==> src/rtl/frame_check_monitor.sv <==
module frame_check_monitor #(
  parameter int EOF_LEN = 7
) (
  input  logic       clk,
  input  logic       rst_n,
  input  logic       sample,
  input  logic [2:0] seg,
  input  logic       tx_active,
  input  logic       tx_bit,
  input  logic       rx_bit,
  input  logic       err_in,
  output logic       bit_error,
  output logic       arb_lost,
  output logic       tx_valid,
  output logic       rx_valid,
  output logic       retx_req
);
  localparam int CW = $clog2(EOF_LEN + 1);
  localparam logic [2:0] S_IDLE = 3'd0, S_SOF = 3'd1, S_ARB = 3'd2, S_ACK = 3'd6, S_EOF = 3'd7;

  logic [CW-1:0] eof_idx;
  logic          hit, pending;

  wire in_eof   = (seg == S_EOF);
  wire eof_last = in_eof && (eof_idx == CW'(EOF_LEN - 1));
  wire eof_prev = in_eof && (eof_idx == CW'(EOF_LEN - 2));
  wire rec_dom  = tx_bit && !rx_bit;
  wire excused  = rec_dom && (seg == S_ARB || seg == S_ACK);
  wire berr     = tx_active && (tx_bit != rx_bit) && !excused;
  wire form_err = in_eof && !rx_bit && !eof_last;
  wire err_now  = err_in || berr || form_err;
  wire hist     = (seg == S_SOF) ? 1'b0 : hit;
  wire clean    = !hist && !err_now;

  assign retx_req = pending && (seg == S_IDLE);

  always_ff @(posedge clk or negedge rst_n) begin
    if (!rst_n) begin
      bit_error <= 1'b0;
      arb_lost  <= 1'b0;
      tx_valid  <= 1'b0;
      rx_valid  <= 1'b0;
      hit       <= 1'b0;
      pending   <= 1'b0;
      eof_idx   <= '0;
    end else begin
      bit_error <= sample && berr;
      arb_lost  <= sample && tx_active && (seg == S_ARB) && rec_dom;
      tx_valid  <= sample && eof_last && tx_active && clean;
      rx_valid  <= sample && eof_prev && !tx_active && clean;
      if (sample) begin
        hit <= hist || err_now;
        if (!in_eof)
          eof_idx <= '0;
        else if (!eof_last)
          eof_idx <= eof_idx + 1'b1;
        if (tx_active && seg == S_SOF)
          pending <= err_now;
        else if (tx_active && err_now)
          pending <= 1'b1;
      end
    end
  end
endmodule


==> config.mk <==
export PLATFORM = sky130hd
export DESIGN_NAME = frame_check_monitor
export DESIGN_NICKNAME = d
export VERILOG_FILES = /design/src/rtl/frame_check_monitor.sv
export SDC_FILE = /design/constraint.sdc
export NUM_CORES = 1
export LEC_CHECK = 0
export BUFFER_PORTS_ARGS = -buffer_cell sky130_fd_sc_hd__buf_2
export CORE_AREA = 2 2 39 41
export CTS_BUF_LIST = sky130_fd_sc_hd__clkbuf_8
export DETAILED_ROUTE_END_ITERATION = 12
export DIE_AREA = 0 0 41 43
export GPL_TIMING_DRIVEN = 1
export SKIP_CTS_REPAIR_TIMING = 1
export SYNTH_ARGS = -nofsm -noshare
export SYNTH_HDL_FRONTEND = slang
export SYNTH_SLANG_ARGS = --single-unit
==> constraint.sdc <==
create_clock -name clk -period 1.4 [get_ports clk]
set_input_delay 0.07 -clock clk [delete_from_list [all_inputs] [get_ports clk]]
set_output_delay 0.07 -clock clk [all_outputs]
set_load 0.05 [all_outputs]
Yosys cells after proc, flatten, opt, wreduce, memory -nomap -nowiden
Cells that the tools add are included.

Register bits after elaboration: 9. Bits of input ports: 10. Output and inout port bits: 5. Logic and storage cells: 57.

$add $sub $neg: 1. Equal/unequal tests: 8. Muxes and demuxes: 5. Reduce and logical (&&, ||, !) cells: 36.

Operators with widths (count): $logic_and A1 B1 Y1 (22); $eq A3 B3 Y1 const B (4); $logic_not A1 Y1 (6); $mux W3 (2); $logic_or A1 B1 Y1 (4); $reduce_and A2 Y1 (2); $add A3 B1 Y3 const B (1); $eq A3 B1 Y1 const B (1); $eq A3 B2 Y1 const B (1); $logic_not A3 Y1 (1); $mux W1 (3); $ne A2 B2 Y1 const B (1); $reduce_bool A2 Y1 (1); $ne A1 B1 Y1 (1).

Longest topological paths before layout
Gate-level depths: netlist (run 1).

Depth after elaboration: 10. Mapped depth: 6. Gate-level depth less buffers: 6.

Least setup slack after synthesis (run 1)
Ideal clock, no wire load.

Kind: register to output. Start point: register pending. End point: output port retx_req. Data arrival time: 1919 ps. Required time: 1330 ps. Path slack: -589 ps. Stages on the path, launching flop included: 2. Path buffers: 0. Cells stage by stage: dfrtp_1 nor4b_1.

Cells in the longest elaborated chain, start to end: 1.

RTL lines: start, declared (line 22) `logic hit, pending;`; start signal, assigned (line 58) `pending <= err_now;`; $logic_and A1 B1 Y1 (line 35) `assign retx_req = pending && (seg == S_IDLE);`; end, declared (line 16) `output logic retx_req`.

No other way between the ends.

Worst setup path in the final report (run 1)
Start point: register eof_idx[0]. End point: register eof_idx[1].

Cells in the longest elaborated chain, start to end: 4. Elaborated cells on any way between the ends: 7. Those cells by class: add/sub: 1; eq/ne: 2; mux: 2; reduce/logical: 2.

RTL lines: start, declared (line 21) `logic [CW-1:0] eof_idx;`; start signal, assigned (line 56) `eof_idx <= eof_idx + 1'b1;`; branches (longest 4 deep; another with $add A3 B1 Y3).

Parallel ways; which one is timed is not known. The select of a mux whose other input is x is not followed. A chain may end at the register's enable or synchronous reset.

==> results of run 1 <==
==> Yosys cell counts <==
cell type                  number
sky130_fd_sc_hd__a21boi_2       1
sky130_fd_sc_hd__a21oi_1        3
sky130_fd_sc_hd__a31o_1         1
sky130_fd_sc_hd__a31oi_1        1
sky130_fd_sc_hd__and3_2         1
sky130_fd_sc_hd__dfrtp_1        9
sky130_fd_sc_hd__ha_1           4
sky130_fd_sc_hd__inv_1          5
sky130_fd_sc_hd__nand2_1        8
sky130_fd_sc_hd__nand3_1        1
sky130_fd_sc_hd__nand3b_4       1
sky130_fd_sc_hd__nand4_1        1
sky130_fd_sc_hd__nor2_1         4
sky130_fd_sc_hd__nor3_1         1
sky130_fd_sc_hd__nor3b_1        2
sky130_fd_sc_hd__nor4b_1        1
sky130_fd_sc_hd__o21ai_0        2
sky130_fd_sc_hd__o21ai_1        5
==> final timing paths <==
| kind | from | depth (start not counted) | end | slack [ns] |
|---|---|---|---|---|
| worst max-delay path | eof_idx[0] | 6 | eof_idx[1] | 0.14 |
| worst min-delay path | tx_active | 2 | rx_valid | 0.04 |
| worst max register to register | eof_idx[0] | 6 | eof_idx[1] | 0.14 |
| worst min register to register | pending | 2 | pending | 0.51 |
| max in group asynchronous | rst_n | 2 | eof_idx[0] | 1.00 |
| min in group asynchronous | rst_n | 2 | pending | 0.22 |
==> cells by family after synthesis <==
| kind of cell | Yosys count | share of synthesized area |
|---|---|---|
| AND/OR/NAND/NOR | 20 | 0.233 |
| AO/OA/AOI/OAI | 13 | 0.158 |
| flip-flops | 9 | 0.466 |
| buffers and inverters | 5 | 0.0389 |
| adder cells (fa/ha/maj) | 4 | 0.104 |
==> through the flow <==
stage                util  instance area, um2  setup slack [ns]
floorplan               -                 489             0.117
global placement    0.424                 587             0.163
detailed placement  0.424                 587             0.106
CTS                 0.457                 632            0.0843
global route        0.467                 647           -0.0148
finish              0.467                 647             0.143
==> state kept, by name (all words and copies together), names as in the netlist <==
signal,flops
bit_error,1
arb_lost,1
pending,1
rx_valid,1
hit,1
tx_valid,1
eof_idx,3
==> power by group <==
part           internal, W  total (W)  switching [W]
sequential        0.000271   0.000277     0.00000632
combinational    0.0000335  0.0000841      0.0000506
clock             0.000191   0.000291       0.000101
total             0.000495   0.000652       0.000158
==> cell usage in the layout (no fill, tap or decap), types with 2 or more instances in the layout <==
cell type                  instances
sky130_fd_sc_hd__clkbuf_8          3
sky130_fd_sc_hd__nor2_1            4
sky130_fd_sc_hd__buf_2            14
sky130_fd_sc_hd__ha_1              4
sky130_fd_sc_hd__o21ai_0           2
sky130_fd_sc_hd__a21oi_1           3
sky130_fd_sc_hd__inv_1             6
sky130_fd_sc_hd__dfrtp_1           9
sky130_fd_sc_hd__o21ai_1           5
sky130_fd_sc_hd__nand2_1           8
==> layout make-up <==
| class | instances | area [um2] | area share |
|---|---|---|---|
| Sequential cell | 9 | 225 | 0.348 |
| Timing Repair Buffer | 16 | 87.6 | 0.135 |
| Inverter | 5 | 18.8 | 0.0290 |
| Clock inverter | 1 | 3.75 | 0.00580 |
| Clock buffer | 3 | 41.3 | 0.0638 |
| Tap cell | 16 | 20.0 | 0.0309 |
| Multi-Input combinational cell | 37 | 250 | 0.387 |
==> per-layer routing <==
metal	share of wire	wire, um	up-vias	GRT usage
met1	0.42	406	202	0.161
met2	0.50	480	10	0.209
met5	0	0	-	0
met4	0.016	15	0	0.0600
met3	0.067	65	5	0.0942
li1	-	-	214	-
==> out/results.txt, run 1 <==
The required time at the endpoint of the critical path is 1.51 ns, and the clock skew after layout is 0.00240 ns. Including well taps, the total number of placed cells is 82. The total of flip-flops plus latches after synthesis was 9.

The maximum operating frequency is 796 MHz. The final-report hold violation count is 0. The standard cell with the maximum stage delay on the critical path was sky130_fd_sc_hd__dfrtp_1. Category of the critical setup timing path: reg -> reg. A synthesized cell averages 9.47 um2. The core region is 1380 um2. The count of buffers added on input and output ports is 14. Setup violations remaining at the end of the flow were counted as 0.

In this run the worst path has a maximum fanout of 5. TritonCTS built the clock tree. At the pin with the least slew margin, the transition time is 0.251 ns. Across all layers, the routed design uses 431 vias. The logs give 398 for the via count of the first global-routing pass and 10 for the pin count of the biggest net entering global routing.

The portion of the post-synthesis area used by sequential elements is 0.466. The clock transition time at the flip-flop clock pins of the worst setup and hold paths works out to 0.04 ns. The power per cell area was 1010 nW/um2; the post-layout minimum cycle time was 1.26 ns. The number of filler cells placed in the layout is 139. STA puts the critical path data arrival time at 1.37 ns. The tightest hold path in the finished design has a slack of 0.0372 ns. Overall routing resource usage: 0.145. The worst hold path belongs to the class in -> reg. The die covers 1760 um2.

The non-filler instance count after layout was 87; the combined buffer and inverter count along the critical path was 2. The repair_antennas step left the layout with diodes totalling 0. The mean number of vias per cell is 4.95. TritonCTS created 3 clock buffers. Before antenna repair, the detailed router went through 4 iterations. For this design, the sink count on the clock tree is 9. The run gives 14 as the standard-cell row count. Cell type with the largest total area after synthesis: sky130_fd_sc_hd__dfrtp_1. For the count of yosys warnings during synthesis, the log shows 0. Number of nets in the synthesized netlist: 65. The initial core utilization is 0.349, and the average wire per cell in the routed design is 11.1 um.

The analysis attributes to cell leakage a power of 0.329 nW. The delay of the slowest cell on the worst path is 0.41 ns, and the setup TNS after final layout is 0 ns. The signal on the critical path passes through inv_1 -> ha_1 -> buf_4 -> a31o_1 -> nand2_1 -> o21ai_1. Final total power: 0.000652 W. Sorting the synthesized cells by area gives the leading types as sky130_fd_sc_hd__dfrtp_1, sky130_fd_sc_hd__ha_1, sky130_fd_sc_hd__nand2_1. Share of the synthesized area in the top cell type: 0.466. Summed over all nets, the half-perimeter wirelength after detailed placement is 764 um. Cell count after synthesis: 51. The flow ran to the end, and the final reports show no timing, DRC or antenna violations. The run gives 0.834 as the headroom to the max-slew limit. In this run the clock root is driven by a sky130_fd_sc_hd__clkbuf_8. The run gives 1 as the H-tree depth.

For the maximum buffer depth of the clock tree, the log shows 2. The max-slew violation count was 0; the mapped cell area was 483 um2. In this design, the largest share of critical-path delay is due to flip-flops. From synthesis to final layout, the design area changed by 33.9%. The element type at the critical path start was a flip-flop.

From bottom edge to top edge, the die measures 43 um. The count of distinct cell types in the synthesized netlist came out at 18. The congestion estimate from routability-driven global placement came to 0.770. The final clock period utilization by the worst path came out at 0.898. Max-cap violations in this run came to 0.

Leftover overflow at the end of global routing: 0. The worst-case IR drop observed on VDD is 0.826 mV. The number of top-level design ports was 15; the fraction of final layout cells with drive strength greater than 1 was 0.324. The logs give 0 for the initial antenna violation count and 0 for the residual DRC count.

The detailed router finished its first iteration with 2 violations. The first global-routing pass estimated 1640 um of wire. The die outline width works out to 41 um. For the clock latency reported for the late side of the worst-skew pair, the log shows 0.23 ns.

The routed design has 967 um of wire. After the last flow step, the layout net total stands at 86. The count of nets left with antenna violations once routing finished came out at 0. The worst setup path is captured at a flip-flop.
Power figures use the tool's default switching activity.
==> run 2: changes to the inputs <==
--- a/config.mk
+++ b/config.mk
@@ -7,11 +7,10 @@
 export LEC_CHECK = 0
 export BUFFER_PORTS_ARGS = -buffer_cell sky130_fd_sc_hd__buf_2
 export CORE_AREA = 2 2 39 41
-export CTS_BUF_LIST = sky130_fd_sc_hd__clkbuf_8
+export CTS_BUF_LIST = sky130_fd_sc_hd__clkbuf_4
 export DETAILED_ROUTE_END_ITERATION = 12
 export DIE_AREA = 0 0 41 43
 export GPL_TIMING_DRIVEN = 1
-export SKIP_CTS_REPAIR_TIMING = 1
 export SYNTH_ARGS = -nofsm -noshare
 export SYNTH_HDL_FRONTEND = slang
 export SYNTH_SLANG_ARGS = --single-unit
==> out/results.txt, run 2 (synthesis results as in run 1) <==
The category of the critical setup timing path was reg -> reg. For the clock latency reported for the late side of the worst-skew pair, the log shows 0.26 ns (+0.03 ns). The cell at the root of the clock tree is sky130_fd_sc_hd__clkbuf_4.

The total CTS buffers is 3 (unchanged). The final-report hold violation count came out at 0 (unchanged). The logs give 0.462 (-0.00542) for the final design utilization and 0.834 (unchanged) for the headroom to the max-slew limit. The required time at the endpoint of the critical path is 1.58 ns (+0.07 ns), and the routability-driven placement congestion ratio is 0.770 (unchanged). For the die outline area, the log shows 1760 um2 (unchanged). Signed area change from the synthesized netlist to the final layout: 32.4%. The worst setup path is captured at a flip-flop.

The run gives 404 (+1.5%) as the via count of the first global-routing pass. Share of total power in combinational logic: 0.149 (+0.020). The element type at the critical path start is a flip-flop. The internal cell power is 0.000434 W (-12%), and the number of filler cells placed in the layout is 141 (+1.4%). Average wire per cell in the routed design: 11.0 um (-1.2%).

The die outline width is 41 um (unchanged), and the area of all placed cells without fillers is 639 um2 (-1.2%). For the reported max-cap violation count, the log shows 0 (unchanged). The top cell types in the final layout, fill and taps aside, are sky130_fd_sc_hd__buf_2, sky130_fd_sc_hd__dfrtp_1, sky130_fd_sc_hd__nand2_1. TritonCTS built the clock tree. The number of flip-flops under the largest register name is 3 (unchanged). The standard cell with the maximum stage delay on the critical path is sky130_fd_sc_hd__dfrtp_1.

The tools report the antenna diode count as 0 (unchanged). Initial core utilization: 0.349 (unchanged). The total placed instance area came out at 587 um2 (unchanged).

Slew at the pin closest to its max-slew limit: 0.251 ns (unchanged). Traced cell by cell, the critical path runs through inv_1 -> ha_1 -> nor2_1 -> nor3b_2 -> nand4_1 -> nor3b_1. The maximum buffer depth of the clock tree came out at 2 (unchanged). The worst endpoint data arrival time was 1.45 ns (+0.08 ns); the net count reported at finish was 87 (+1.2%). The clock power share was 0.376 (-0.071). Switching power: 0.000148 W (-6.4%). The tools report the wire length of the first global-routing pass as 1640 um (unchanged).

The fraction of final layout cells with drive strength greater than 1 was 0.347 (+0.0233). The routed wire length is 966 um (-0.10%), and the core footprint is 1380 um2 (unchanged). The logs give 14 (unchanged) for the standard-cell row count and 10 (unchanged) for the pin count of the biggest net entering global routing.

The run finished with clean final reports. The HPWL reported at the end of detailed placement is 764 um (unchanged), and the vertical die dimension is 43 um (unchanged). The H-tree depth was 1 (unchanged); the part of the total power dissipated in sequential elements was 0.474 (+0.050).

The run gives 0.326 nW (-0.96%) as the leakage component of the power. The tools report the leftover overflow at the end of global routing as 0 (unchanged). The maximum fanout encountered on the critical timing path is 5 (unchanged), and the max-slew violation count is 0 (unchanged).

The overall routing resource usage is 0.141 (-0.00404), and the total number of clock tree sinks is 9 (unchanged). The initial antenna violation count is 0 (unchanged), and the switching share of total power is 0.254 (+0.0121). The logs give 0 (unchanged) for the post-route antenna net violation count and 4 (unchanged) for the first-pass iteration count of the detailed router. Non-filler instance count after layout: 88 (+1.1%).

The library cell used most frequently in the layout, excluding fill and tap cells, is sky130_fd_sc_hd__buf_2. The number of top-level design ports is 15 (unchanged), and the clock transition time at the flip-flop clock pins of the worst setup and hold paths is 0.06 ns (+0.02 ns). The clock skew after layout is 0.00512 ns (+0.00272 ns), and the mean number of vias per cell is 4.86 (-1.8%). The residual DRC count is 0 (unchanged), and the delay of the slowest cell on the worst path is 0.42 ns (about the same).

The minimum hold slack is 0.00400 ns (-0.0332 ns). The power per cell area was 910 nW/um2 (-9.8%). eof_idx holds more flip-flops than any other register. The count of input and output buffers was 14 (unchanged). The maximum operating frequency is 787 MHz (-1.1%). The logs give 428 (-0.70%) for the overall via count from detail_route and 1 (-1) for the detailed router's first-iteration violation count. The tools report the total instance count after detailed placement as 82 (unchanged). Path type of the worst min-delay path: in -> reg.

The post-layout minimum cycle time is 1.27 ns (+0.0133 ns). The total of endpoints with negative setup slack in the final report is 0 (unchanged), and the final clock period utilization by the worst path is 0.907 (+0.00954). The run gives 0.682 mV (-17%) as the maximum ir drop on the vdd rail.
run 2: cell count changes in the layout (fill, tap and decap cells not counted):
cell	previous run	this run
sky130_fd_sc_hd__buf_4	1	2
sky130_fd_sc_hd__clkbuf_4	0	4
sky130_fd_sc_hd__inv_1	6	5
sky130_fd_sc_hd__clkbuf_8	3	0
run 2: cell type report:
type	instances	area (um2)	area share
multi-input cells	37	250	0.391
flip-flops and latches	9	225	0.352
repair buffers	17	95.1	0.149
clock buffers	4	30.0	0.0470
well taps	16	20.0	0.0313
inverters	5	18.8	0.0294
run 2: final timing paths:
kind | end | start | depth (start not counted) | slack (ns)
worst max-delay path | rx_valid | eof_idx[0] | 6 | 0.13
worst min-delay path | rx_valid | tx_active | 2 | 0.004
max in group asynchronous | eof_idx[0] | rst_n | 2 | 1.03
worst min register to register | pending | pending | 2 | 0.51
worst max register to register | rx_valid | eof_idx[0] | 6 | 0.13
min in group asynchronous | pending | rst_n | 2 | 0.19
run 2: power groups by stage:
stage                     Sequential, W  Clock, W  Combinational (W)
after CTS                      0.000275  0.000223          0.0000852
after floorplan                0.000284         0          0.0000412
after global routing           0.000277  0.000242          0.0000988
after global placement         0.000280         0          0.0000819
final                          0.000276  0.000219          0.0000869
after detailed placement       0.000280         0          0.0000826
run 2: repair_timing:
| item | 4_1_cts | 5_1_grt |
|---|---|---|
| hold endpoints to repair | 9 | 0 |
| endpoints found under the setup margin | 0 | 1 |
| buffers inserted | 0 | 1 |
| resized for setup | 0 | 1 |
| hold buffers | 1 | 0 |
run 2: per-layer routing:
layer,vias to the layer above,global-route usage,routed length [um]
li1,217,-,-
met1,199,0.161,398
met2,10,0.216,493
met3,2,0.0785,67
met4,0,0.0400,6
met5,-,0,0
run 2: per-stage QoR:
step	setup slack [ns]	power (W)	TNS [ns]
CTS	0.0803	0.000584	0
finish	0.130	0.000582	0
global placement	0.163	0.000362	0
detailed placement	0.106	0.000363	0
floorplan	0.117	0.000326	0
global route	-0.00138	0.000618	-0.00138
run 2: critical path: cells and delay by family, from the launching register on:
kind | cells | cell delay, ns
flip-flops | 1 | 0.42
adder cells (fa/ha/maj) | 1 | 0.16
AND/OR/NAND/NOR | 4 | 0.53
buffers and inverters | 1 | 0.08
==> run 3: changes to the inputs <==
--- a/config.mk
+++ b/config.mk
@@ -5,6 +5,7 @@
 export SDC_FILE = /design/constraint.sdc
 export NUM_CORES = 1
 export LEC_CHECK = 0
+export ABC_AREA = 1
 export BUFFER_PORTS_ARGS = -buffer_cell sky130_fd_sc_hd__buf_2
 export CORE_AREA = 2 2 39 41
 export CTS_BUF_LIST = sky130_fd_sc_hd__clkbuf_4
==> out/results.txt, run 3 <==
The tools report the beginning of the worst hold path as sample. Among all flip-flop cells after synthesis, the most frequent one is sky130_fd_sc_hd__dfrtp_1. The delay of the slowest cell on the worst path works out to 0.53 ns (+0.11 ns).

The run gives 510 um2 (+5.7%) as the mapped cell area. The logs give 0 (unchanged) for the count of yosys warnings during synthesis and 14 (unchanged) for the standard-cell row count. The average size of a mapped cell came out at 8.51 um2 (-10%). In this run the top signal layer used is met4. The mean number of vias per cell works out to 4.76 (-2.1%).

TritonCTS built the clock tree. The maximum fanout encountered on the critical timing path was 3 (-2); the met2 wire length was 501 um (+1.6%). For the pin count of the biggest net entering global routing, the log shows 10 (unchanged).

After synthesis, the most frequently instantiated cells are sky130_fd_sc_hd__nand2_1, sky130_fd_sc_hd__dfrtp_1, sky130_fd_sc_hd__inv_1. The die outline width is 41 um (unchanged). The minimum hold slack was 0.0546 ns (+0.0507 ns); the total number of clock tree sinks was 9 (unchanged). The routed length on met3 is 91 um (+36%), and the residual DRC count is 0 (unchanged).

The clock skew after layout is 0.00352 ns (-0.00160 ns), and the max-slew violation count is 0 (unchanged). The reported max-cap violation count is 0 (unchanged). Total instance count after detailed placement: 90 (+9.8%). The most common cell after layout, fill and taps aside is sky130_fd_sc_hd__nand2_1. Number of flip-flops under the largest register name: 3 (unchanged).

The logs give 95 (+9.2%) for the net count reported at finish and 2 (unchanged) for the maximum buffer depth of the clock tree. The routed wire length was 1010 um (+4.0%); the least setup slack across all paths after layout was 0.134 ns (+0.00432 ns). The run gives 0 (unchanged) as the total of endpoints with negative setup slack in the final report. The share of synthesized registers carrying an async set or reset is 1.00 (unchanged). In this run the critical register-to-register path is launched from eof_idx[0].

The top cell types in the final layout, fill and taps aside, are sky130_fd_sc_hd__nand2_1, sky130_fd_sc_hd__buf_2, sky130_fd_sc_hd__dfrtp_1. For the number of nets in the synthesized netlist, the log shows 74 (+14%). The slowest stage of the critical path is the sky130_fd_sc_hd__dlygate4sd3_1 cell. The H-tree depth is 1 (unchanged), and the via count of the first global-routing pass is 440 (+8.9%). For the post-route antenna net violation count, the log shows 0 (unchanged).

Maximum ir drop on the vdd rail: 0.569 mV (-17%). The final total power is 0.000591 W (+1.7%), and the overall via count from detail_route is 457 (+6.8%). The flow ran to the end, and the final reports show no timing, DRC or antenna violations. The average wire per cell in the routed design was 10.5 um (-4.6%).

The worst setup path is launched from a primary input. The critical path goes through dlygate4sd3_1 -> buf_2 -> nor2_1 -> nand2_1 -> nor2_2 -> buf_6. Setup repair after global routing left no endpoint under its margin.

The die outline area was 1760 um2 (unchanged). The number of enable-type register cells in the synthesized netlist was 0 (unchanged). For the leftover overflow at the end of global routing, the log shows 0 (unchanged). For the headroom to the max-slew limit, the log shows 0.826 (-0.00856). The most critical setup path has its startpoint at seg[2]. The final-report hold violation count was 0 (unchanged); the leakage component of the power was 0.352 nW (+8.1%).

Count of distinct cell types in the synthesized netlist: 17 (-1). Compared with the post-synthesis result, the final layout area differs by 29.2%. The total CTS buffers was 3 (unchanged); the worst slack after detailed placement was 0.183 ns (+0.0761 ns). The slew at the pin closest to its max-slew limit was 0.261 ns (+0.0102 ns); the wire length of the first global-routing pass was 1670 um (+2.1%). The core footprint is 1380 um2 (unchanged), and the initial antenna violation count is 0 (unchanged).

CTS placed an instance of sky130_fd_sc_hd__clkbuf_4 at the clock tree root. The non-filler instance count after layout was 96 (+9.1%). Cell with the most instances after synthesis: sky130_fd_sc_hd__nand2_1. The final clock period utilization by the worst path is 0.904 (-0.00309). For the setup TNS after final layout, the log shows 0 ns (unchanged). The setup path with the least slack is of type in -> out. The required time at the endpoint of the critical path came out at 1.33 ns (-0.25 ns). The number of filler cells placed in the layout was 150 (+6.4%); the post-layout minimum cycle time was 1.27 ns (-0.00432 ns).

The power per cell area is 897 nW/um2 (-1.4%). The tools report the number of top-level design ports as 15 (unchanged). More flip-flops sit in one register than any other, and that register is eof_idx.

The clock transition time at the flip-flop clock pins of the worst setup and hold paths is 0.06 ns (about the same). The tightest min-delay check is of the in -> reg type. The vertical die dimension was 43 um (unchanged); the routability-driven placement congestion ratio was 0.739 (-3.9%).

For the overall routing resource usage, the log shows 0.143 (+0.00231). Share of the synthesized area in the top cell type: 0.441 (-0.0251). The count of cells along the worst register-to-register path works out to 7 (+1). The HPWL reported at the end of detailed placement is 795 um (+4.0%), and the fraction of final layout cells with drive strength greater than 1 is 0.325 (-0.0222). The clock latency reported for the late side of the worst-skew pair was 0.26 ns (about the same); the met1 routed wirelength after detailed routing was 397 um (-0.25%). The count of input and output buffers was 14 (unchanged). The number of stages on the worst hold path works out to 3 (+1). The detailed router's first-iteration violation count was 12 (+11). The tools report the capturing element type of the critical path as an output pin. The logs give 0.441 (-0.0251) for the portion of the post-synthesis area used by sequential elements and 60 (+18%) for the cell count after synthesis. The initial core utilization is 0.369 (+0.0199), and the worst endpoint data arrival time is 1.20 ns (-0.25 ns). The total of flip-flops plus latches after synthesis came out at 9 (unchanged). By area the synthesized netlist is led by sky130_fd_sc_hd__dfrtp_1, sky130_fd_sc_hd__nand2_1, sky130_fd_sc_hd__ha_1. The cell type with the largest total area after synthesis is sky130_fd_sc_hd__dfrtp_1. The maximum operating frequency was 790 MHz (+0.34%).

The first-pass iteration count of the detailed router is 4 (unchanged). The antenna diode count is 0 (unchanged).
run 3: cells by family (layout without fill, tap and decap cells):
family | after synthesis | after routing | synth area share
buffers and inverters | 8 | 28 | 0.0613
adders and majority gates | 4 | 4 | 0.0980
xor gates and xnor gates | 1 | 1 | 0.0172
and+or+nand+nor | 32 | 32 | 0.299
AOI/OAI and AO/OA | 6 | 6 | 0.0833
DFF | 9 | 9 | 0.441
run 3: metal layers:
metal | vias up | track usage
met5 | - | 0
met4 | 0 | 0.0400
met3 | 4 | 0.0995
met1 | 204 | 0.149
met2 | 16 | 0.222
li1 | 233 | -
run 3: worst max-delay path: cells and delay by family:
family	cells	cell delay (ns)
simple gates	3	0.30
buf+inv	3	0.83
run 3: where the power goes:
group	total, W	leakage (nW)	internal [W]	switching [W]
registers	0.000276	0.118	0.000271	0.00000588
logic	0.0000971	0.216	0.0000367	0.0000604
clock network	0.000218	0.0184	0.000129	0.0000888
total	0.000591	0.352	0.000436	0.000155
run 3: area by class of cell:
type	instances	area (um2)	share of cell area
clock buffer	4	30.0	0.0455
inverter	8	31.3	0.0474
multi-input combinational	43	256	0.389
sequential	9	225	0.342
tap	16	20.0	0.0304
timing repair buffer	16	96.3	0.146
run 3: repair_timing:
action,CTS,global route
hold endpoints to repair,10,0
resized for setup,0,4
endpoints found under the setup margin,0,1
setup buffers,0,0
hold buffers,2,0
run 3: through the flow:
| step | util | area (um2) |
|---|---|---|
| floorplan | - | 510 |
| global route | 0.476 | 659 |
| global placement | 0.434 | 601 |
| CTS | 0.470 | 651 |
| detailed placement | 0.434 | 601 |
| finish | 0.476 | 659 |
run 3: final timing paths:
kind	end	slack, ns
worst max-delay path	retx_req	0.13
worst min-delay path	hit	0.05
worst max register to register	eof_idx[0]	0.17
worst min register to register	hit	0.49
max in group asynchronous	eof_idx[0]	1.04
min in group asynchronous	arb_lost	0.18
